File: src/rtl/lwb_pkg.sv
package lwb_pkg;

    localparam int CH_W   = 8;
    localparam int CH_MAX = 255;
    localparam int ACC_W  = 2 * CH_W + 1;

    typedef enum logic [2:0] {
        LW_CONST = 3'd4,
        LW_PROD  = 3'd6
    } layer_wt_e;

    typedef enum logic [2:0] {
        BW_INV_CONST = 3'd5,
        BW_INV_PROD  = 3'd7
    } back_wt_e;

    function automatic logic [ACC_W-1:0] div_round_255(input logic [ACC_W-1:0] v);
        logic [ACC_W-1:0] biased;
        biased = v + ACC_W'(127);
        return biased / ACC_W'(CH_MAX);
    endfunction

endpackage

File: src/rtl/lwb_window.sv
module lwb_window #(
    parameter int XW = 12,
    parameter int YW = 11
) (
    input  logic [XW-1:0] pos_x,
    input  logic [YW-1:0] pos_y,
    input  logic [31:0]   win_h,
    input  logic [31:0]   win_v,
    input  logic          layer_en,
    output logic          hit
);
    localparam int STOP_LSB = 16;

    logic [XW-1:0] h_first, h_last;
    logic [YW-1:0] v_first, v_last;
    logic          in_cols, in_rows;
    logic          unused_fields;

    assign h_first = win_h[XW-1:0];
    assign h_last  = win_h[STOP_LSB +: XW];
    assign v_first = win_v[YW-1:0];
    assign v_last  = win_v[STOP_LSB +: YW];
    assign unused_fields = ^{win_h, win_v};

    assign in_cols = (pos_x >= h_first) && (pos_x <= h_last);
    assign in_rows = (pos_y >= v_first) && (pos_y <= v_last);
    assign hit     = layer_en && in_cols && in_rows;

    // a reversed horizontal window never admits the layer
    always_comb begin
        if (h_first > h_last)
            assert_empty_window_R1: assert (!hit);
    end

endmodule

File: src/rtl/lwb_factor.sv
module lwb_factor
    import lwb_pkg::*;
(
    input  logic [CH_W-1:0] pix_alpha,
    input  logic [CH_W-1:0] const_alpha,
    input  logic [2:0]      layer_code,
    input  logic [2:0]      back_code,
    output logic [CH_W-1:0] layer_wt,
    output logic [CH_W-1:0] back_wt
);
    logic [ACC_W-1:0] raw_prod;
    logic [ACC_W-1:0] norm_prod;
    logic [CH_W-1:0]  prod8;

    assign raw_prod  = ACC_W'({{CH_W{1'b0}}, pix_alpha} * {{CH_W{1'b0}}, const_alpha});
    assign norm_prod = div_round_255(raw_prod);
    assign prod8     = norm_prod[CH_W-1:0];

    always_comb begin
        unique case (layer_code)
            LW_CONST: layer_wt = const_alpha;
            default:  layer_wt = prod8;
        endcase
        unique case (back_code)
            BW_INV_CONST: back_wt = CH_W'(CH_MAX) - const_alpha;
            default:      back_wt = CH_W'(CH_MAX) - prod8;
        endcase
    end

    // matched selector pairs always weigh to exactly one
    always_comb begin
        if ((layer_code == 3'd4 && back_code == 3'd5) ||
            (layer_code == 3'd6 && back_code == 3'd7))
            assert_pair_unity_R6: assert ((9'(layer_wt) + 9'(back_wt)) == 9'd255);
    end

    // a constant alpha of 1.0 leaves the pixel alpha unchanged
    always_comb begin
        if (const_alpha == 8'hFF && layer_code == 3'd6)
            assert_full_const_R5: assert (layer_wt == pix_alpha);
    end

endmodule

File: src/rtl/lwb_channel.sv
module lwb_channel
    import lwb_pkg::*;
(
    input  logic [CH_W-1:0] layer_c,
    input  logic [CH_W-1:0] back_c,
    input  logic [CH_W-1:0] layer_wt,
    input  logic [CH_W-1:0] back_wt,
    output logic [CH_W-1:0] mixed
);
    logic [ACC_W-1:0] acc;
    logic [ACC_W-1:0] quot;

    assign acc  = ACC_W'(layer_wt * layer_c) + ACC_W'(back_wt * back_c);
    assign quot = div_round_255(acc);
    assign mixed = (quot > ACC_W'(CH_MAX)) ? CH_W'(CH_MAX) : quot[CH_W-1:0];

    // full layer weight with zero background weight reproduces the layer
    always_comb begin
        if (layer_wt == 8'hFF && back_wt == 8'h00)
            assert_layer_identity_R8: assert (mixed == layer_c);
    end

endmodule

File: src/rtl/layer_window_blender.sv
module layer_window_blender
    import lwb_pkg::*;
#(
    parameter int XW = 12,
    parameter int YW = 11
) (
    input  logic          clk,
    input  logic          rst_n,
    input  logic          in_valid,
    input  logic [XW-1:0] pos_x,
    input  logic [YW-1:0] pos_y,
    input  logic [31:0]   layer_argb,
    input  logic [23:0]   bg_rgb,
    input  logic [7:0]    const_alpha,
    input  logic [10:0]   blend_cfg,
    input  logic [31:0]   win_h,
    input  logic [31:0]   win_v,
    input  logic          layer_en,
    output logic          out_valid,
    output logic [23:0]   out_rgb
);
    localparam int NCH   = 3;
    localparam int RGB_W = NCH * CH_W;

    logic            hit_c;
    logic [CH_W-1:0] lw_c, bw_c;
    logic            unused_cfg;

    // stage 1 registers
    logic             s1_valid;
    logic             s1_hit;
    logic [RGB_W-1:0] s1_layer;
    logic [RGB_W-1:0] s1_bg;
    logic [CH_W-1:0]  s1_lw, s1_bw;

    logic [RGB_W-1:0] mix_c;

    assign unused_cfg = ^blend_cfg[7:3];

    lwb_window #(.XW(XW), .YW(YW)) u_window (
        .pos_x    (pos_x),
        .pos_y    (pos_y),
        .win_h    (win_h),
        .win_v    (win_v),
        .layer_en (layer_en),
        .hit      (hit_c)
    );

    lwb_factor u_factor (
        .pix_alpha   (layer_argb[31:24]),
        .const_alpha (const_alpha),
        .layer_code  (blend_cfg[10:8]),
        .back_code   (blend_cfg[2:0]),
        .layer_wt    (lw_c),
        .back_wt     (bw_c)
    );

    always_ff @(posedge clk) begin
        if (!rst_n) begin
            s1_valid <= 1'b0;
            s1_hit   <= 1'b0;
            s1_layer <= '0;
            s1_bg    <= '0;
            s1_lw    <= '0;
            s1_bw    <= '0;
        end else begin
            s1_valid <= in_valid;
            s1_hit   <= hit_c;
            s1_layer <= layer_argb[RGB_W-1:0];
            s1_bg    <= bg_rgb;
            s1_lw    <= lw_c;
            s1_bw    <= bw_c;
        end
    end

    for (genvar g = 0; g < NCH; g++) begin : g_chan
        lwb_channel u_chan (
            .layer_c  (s1_layer[g*CH_W +: CH_W]),
            .back_c   (s1_bg[g*CH_W +: CH_W]),
            .layer_wt (s1_lw),
            .back_wt  (s1_bw),
            .mixed    (mix_c[g*CH_W +: CH_W])
        );
    end

    always_ff @(posedge clk) begin
        if (!rst_n) begin
            out_valid <= 1'b0;
            out_rgb   <= '0;
        end else begin
            out_valid <= s1_valid;
            out_rgb   <= s1_hit ? mix_c : s1_bg;
        end
    end

    // each stage's valid descends from the previous stage one edge earlier
    assert_stage1_valid_R9: assert property (@(posedge clk) disable iff (!rst_n)
        s1_valid |-> $past(in_valid));
    assert_out_valid_R9: assert property (@(posedge clk) disable iff (!rst_n)
        out_valid |-> $past(s1_valid));

    // a miss forwards the staged background unchanged
    assert_bypass_R4: assert property (@(posedge clk) disable iff (!rst_n)
        (s1_valid && !s1_hit) |=> (out_rgb == $past(s1_bg)));

endmodule

File: config.mk
export PLATFORM = sky130hd
export DESIGN_NAME = layer_window_blender
export DESIGN_NICKNAME = d
export VERILOG_FILES = /design/src/rtl/lwb_pkg.sv /design/src/rtl/lwb_window.sv /design/src/rtl/lwb_factor.sv /design/src/rtl/lwb_channel.sv /design/src/rtl/layer_window_blender.sv
export SDC_FILE = /design/constraint.sdc
export NUM_CORES = 2
export LEC_CHECK = 0
export ABC_CLOCK_PERIOD_IN_PS = 22700
export BUFFER_PORTS_ARGS = -buffer_cell sky130_fd_sc_hd__buf_2
export CELL_PAD_IN_SITES_DETAIL_PLACEMENT = 0
export CELL_PAD_IN_SITES_GLOBAL_PLACEMENT = 1
export CORE_MARGIN = 4
export CORE_UTILIZATION = 52
export DETAILED_ROUTE_END_ITERATION = 10
export GPL_TIMING_DRIVEN = 0
export HOLD_SLACK_MARGIN = 0.12
export PLACE_DENSITY_LB_ADDON = 0.12
export SYNTH_ARGS = -nofsm -noshare
export SYNTH_HDL_FRONTEND = slang
export SYNTH_SLANG_ARGS = --single-unit
File: constraint.sdc
create_clock -name clk -period 22.7 [get_ports clk]
set_input_delay 3.405 -clock clk [delete_from_list [all_inputs] [get_ports clk]]
set_output_delay 3.405 -clock clk [all_outputs]
set_load 0.01 [all_outputs]
Word level (Yosys, flattened, before mapping)
Index checks and enable logic that the tools add are counted.
Word-level totals
  bits in latches: 0
  memories kept: 0
  output and inout port bits: 25
  memory bits (writable): 0
  bits of input ports: 166
  memory bits (read-only): 0
  word-level logic and storage cells: 47
  register bits after elaboration: 91
Operators by class
  $add $sub $neg: 9
  shift-type cells: 0
  multiply operators: 7
  bitwise operators: 0
  magnitude comparators: 7
  multiplexer cells: 6
  equality and inequality tests: 2
  reduce and logical (&&, ||, !) cells: 4
  divide/modulo/power cells: 4
Operator list (number)
  $mul A8 B8 Y16: 7
  $div A17 B8 Y17 const B: 4
  $add A16 B16 Y17: 3
  $add A17 B7 Y17 const B: 3
  $gt A17 B8 Y1 const B: 3
  $mux W8: 5
  $mux W24: 1
  $add A16 B7 Y17 const B: 1
  $sub A8 B8 Y8 const A: 2
  $ge A12 B12 Y1: 1
  $le A12 B12 Y1: 1
  $ge A11 B11 Y1: 1
  $le A11 B11 Y1: 1
  $eq A3 B3 Y1 const B: 2
  $logic_and A1 B1 Y1: 4

Longest topological paths before layout
  depth after elaboration: 7
  gate-level depth with buffers: 50

Modules after synthesis
From an unflattened synthesis, not the netlist that was laid out.
Unflattened totals
  cell total of the unflattened synthesis: 3653
  area, all modules: 30314.1 um^2
By module, submodules not included
  lwb_channel (g_chan[0].u_chan): times used 1, sequential area each 0.0 um^2, cells each 922, area each 7593.5 um^2
  lwb_channel (g_chan[2].u_chan): times used 1, sequential area each 0.0 um^2, cells each 863, area each 7004.2 um^2
  lwb_channel (g_chan[1].u_chan): times used 1, sequential area each 0.0 um^2, cells each 835, area each 6829.0 um^2
  lwb_factor: times used 1, sequential area each 0.0 um^2, cells each 661, area each 5028.6 um^2
  layer_window_blender: times used 1, sequential area each 1821.7 um^2, cells each 219, area each 2732.6 um^2
  lwb_window: times used 1, sequential area each 0.0 um^2, cells each 153, area each 1126.1 um^2

Worst setup path after synthesis
OpenSTA, ideal clock, no wires.
  path kind: input to register
  start: in const_alpha[2]
  end: reg s1_bw[0]
  required time: 22572 ps
  arrival time: 13025 ps
  cell stages on the path: 40
  buffers on the path: 4
  path slack: 9547 ps
  path through: clkbuf_1 -> nand2_1 -> fa_1 -> inv_1 -> ha_1 -> fa_1 -> inv_1 -> fa_1 -> inv_1 -> ha_1 -> nor2b_1 -> o21a_1 -> o21a_1 -> o21ai_1 -> a21bo_2 -> a21oi_1 -> or4_1 -> clkbuf_1 -> (+4 left out) -> o2bb2ai_1 -> a211o_1 -> nand4_1 -> a211oi_2 -> a31oi_1 -> or2_2 -> clkbuf_1 -> xnor2_1 -> nor4b_2 -> and3_1 -> mux2_2 -> o2111ai_1 -> o2bb2ai_1 -> o211ai_1 -> o31ai_1 -> o211ai_1 -> a211oi_1 -> o31ai_1
Between the ends
  longest elaborated chain between the ends: 5
RTL lines
  start: declaration: RTL line layer_window_blender.sv:14  | input logic [7:0] const_alpha,
  $mul A8 B8 Y16: RTL line lwb_factor.sv:15  | assign raw_prod = ACC_W'({{CH_W{1'b0}}, pix_alpha} * {{CH_W{1'b0}}, const_alpha});
  $add A16 B7 Y17: RTL line lwb_pkg.sv:19  | biased = v + ACC_W'(127);
  $div A17 B8 Y17: RTL line lwb_pkg.sv:20  | return biased / ACC_W'(CH_MAX);
  $sub A8 B8 Y8: RTL line lwb_factor.sv:26  | default: back_wt = CH_W'(CH_MAX) - prod8;
  $mux W8: RTL line lwb_factor.sv:24  | unique case (back_code)
  end signal: assignment: RTL line layer_window_blender.sv:72  | s1_bw <= bw_c;
  end: declaration: RTL line layer_window_blender.sv:34  | logic [CH_W-1:0] s1_lw, s1_bw;
No other way between the ends.
A chain may end at the register's enable or synchronous reset.

Final worst setup path
Same ends and word-level chain as after synthesis.

==> results.json <==
{
  "status": "finished, final reports clean",
  "die_h_um": 245.6,
  "critical-path-top-delay-family": "compound AO/OA/AOI/OAI gates",
  "clock_tree.buffer_depth": 2,
  "maxCapViolCount": 0,
  "crit_path_max_fanout": 10,
  "totalWireLength_mm": 86.88,
  "tns_ns": 0,
  "ant_nets": 0,
  "final_cell_mix": "inv_1, nand2_1, fa_1",
  "overflow": 0,
  "hold_viol": 0,
  "die_x_um": 245.6,
  "grt_max_degree": 19,
  "dp_slack_ns": 7.780,
  "crit_arrival_ns": 15.03,
  "min_period_over_period": 0.6503,
  "dieArea_mm2": 0.06033,
  "cts-hold-fix-buffers": 0,
  "vias": 27690,
  "htreeDepth": 3,
  "grt_first_pass_wirelength_mm": 142.4,
  "first_pass_iters": 7,
  "remaining_drc_errors": 0,
  "reg2reg_slack_ns": 8.18,
  "dp_cells": 4596,
  "maxSlewHeadroom": 0.1799,
  "synthArstFlopShare": 0,
  "syn-num-nets": 4478,
  "cts_resized": 0,
  "coreArea_mm2": 0.05552,
  "drv_slew": 0,
  "via_per_inst": 6.002,
  "clock-sinks": 91,
  "cp_data_required_time_ns": 22.97,
  "fin_nets": 4645,
  "hp-class": "reg -> reg",
  "grt_use_total": 0.2872,
  "grt_pass1_vias": 27610,
  "synth_edf_count": 0,
  "ys_seq_elements": 91,
  "post-route-util": 0.5651,
  "initial_core_util": 0.5288,
  "final_common_cell": "inv_1",
  "num_rows": 86,
  "critPathKind": "in -> reg",
  "ys.warnings.count": 0,
  "start_kind": "input pin",
  "setup_slack_ns": 7.937,
  "rsz0062_at_grt": "false",
  "synth_ff_type": "dfxtp_1",
  "place_congestion": 0.9190,
  "avgSynthCellArea_um2": 7.953,
  "cts_inserted_buffers": 9,
  "crit_buf_inv": 5,
  "clk_pin_slew_ns": 0.08,
  "synth_seq_area_share": 0.06205,
  "drtIter0Drc": 1800,
  "critPathMostFrequentCell": "a31oi_1",
  "setup_viol": 0,
  "clk_latency_ns": 0.41,
  "cp_slowest_cell": "nor4b_1",
  "dp_hpwl_mm": 71.65,
  "post_cts_buffers": 0,
  "cts_tree": "yes",
  "portBuffers": 156,
  "finClkSkew_ns": 0.02655,
  "clock.fmax_mhz": 67.74,
  "finalCriticalPeriod_ns": 14.76,
  "synthDistinctLibCells": 121,
  "syn_area_mm2": 0.02936,
  "endpoint_kind": "register",
  "drive_above_1_share": 0.08049,
  "layoutNonFillerInstCount": 4614,
  "area_growth_pct": 6.861,
  "root_buffer": "clkbuf_16",
  "wl_per_cell_um": 18.83,
  "syn_inst": 3692,
  "io_pins": 191,
  "nFillCells": 5383,
  "worstMarginPinSlew_ns": 1.215,
  "antenna_found_initial": 2,
  "worst_path_largest_cell_delay_ns": 0.78
}
[cell type report]
class | instances | area, µm² | area share
Antenna cell | 2 | 5.005 | 0.0001595
Buffer | 121 | 481.7 | 0.01535
Clock buffer | 9 | 225.2 | 0.007178
Clock inverter | 7 | 67.56 | 0.002153
Inverter | 522 | 1959 | 0.06245
Multi-Input combinational cell | 2958 | 25100 | 0.7999
Sequential cell | 91 | 1822 | 0.05806
Tap cell | 748 | 935.9 | 0.02983
Timing Repair Buffer | 156 | 780.7 | 0.02488
[flip-flops by register name, indices dropped and copies added, names as in the netlist]
| register | count |
|---|---|
| out_rgb | 24 |
| out_valid | 1 |
| s1_hit | 1 |
| s1_valid | 1 |
| s1_lw | 8 |
| s1_bw | 8 |
| s1_layer | 24 |
| s1_bg | 24 |
[path summary, 6_finish.rpt]
path | endpoint | from | depth (start not counted)
max | s1_bw[0]$_SDFF_PN0_ | const_alpha[2] | 40
min reg2reg | out_valid$_SDFF_PN0_ | s1_valid$_SDFF_PN0_ | 1
max reg2reg | out_rgb[0]$_SDFF_PN0_ | s1_bw[0]$_SDFF_PN0_ | 39
min | out_valid$_SDFF_PN0_ | s1_valid$_SDFF_PN0_ | 1
[worst reg2reg max path: cells and delay by family, from the launching register on]
kind	cells	cell delay [ns]
flip-flops	1	0.59
adder cells (fa/ha/maj)	8	3.87
buffers and inverters	4	0.81
XOR/XNOR	2	0.86
AND/OR/NAND/NOR	11	3.71
AO/OA/AOI/OAI	14	4.58
[cell usage after synthesis (12+ instances only)]
master | number | area (µm²)
nor2_1 | 157 | 589.3
o211a_1 | 27 | 270.3
nand2_1 | 386 | 1449
nand2b_1 | 31 | 193.9
dfxtp_1 | 91 | 1822
a211oi_1 | 46 | 345.3
a31o_2 | 14 | 122.6
nand3_1 | 64 | 320.3
o31a_1 | 14 | 122.6
a211o_1 | 17 | 148.9
o21a_1 | 35 | 262.8
o221a_2 | 12 | 135.1
nor4_1 | 33 | 206.5
o211ai_1 | 47 | 352.8
a41oi_1 | 13 | 113.9
o31ai_1 | 36 | 270.3
a21o_1 | 49 | 367.9
ha_1 | 266 | 3328
nor3_1 | 84 | 420.4
and3_1 | 29 | 181.4
o22ai_1 | 17 | 106.4
or4_1 | 14 | 105.1
clkbuf_1 | 103 | 386.6
or2_2 | 23 | 143.9
xor2_1 | 36 | 315.3
o21ai_1 | 17 | 85.08
a21boi_0 | 12 | 90.09
o21ai_0 | 133 | 665.6
a21oi_1 | 147 | 735.7
nor2b_1 | 35 | 219.0
mux2i_1 | 27 | 270.3
xnor2_1 | 64 | 560.5
or3_1 | 34 | 212.7
nand4_1 | 45 | 281.5
inv_1 | 522 | 1959
fa_1 | 354 | 7087
o2111ai_1 | 17 | 148.9
a31oi_1 | 56 | 350.3
nor3b_1 | 12 | 90.09
and4_1 | 17 | 148.9
and2_1 | 313 | 1958
[layer usage]
layer / wire length (µm) / vias up / part of all wire / global-route usage
li1: - / 13150 / - / -
met1: 37850 / 13510 / 0.44 / 0.3823
met2: 41370 / 898 / 0.48 / 0.4896
met3: 5337 / 133 / 0.061 / 0.04307
met4: 2331 / 0 / 0.027 / 0.07809
met5: 0 / - / 0 / 0
[per-stage QoR]
step / instance area [µm²] / hold WS, ns
finish: 31380 / 0.4469
detailed placement: 31080 / 0.4336
global placement: 31080 / 0.4211
CTS: 31370 / 0.4528
global route: 31380 / 0.4816
floorplan: 29360 / 0.4119
[kinds of logic (layout without fill, tap and decap cells)]
kind of cell    after synthesis  after routing  share of synthesized area
other cells                   0              2                          0
xor+xnor                    103            103                    0.03149
buf+inv                     643            815                    0.08314
simple gates               1324           1324                     0.2375
flops                        91             91                    0.06205
fa+ha+maj                   621            621                     0.3551
mux                          38             38                    0.01389
compound gates              872            872                     0.2168
Power is not shown: default switching activity piles up to over one toggle a cycle in this logic, so the estimate is an artifact.
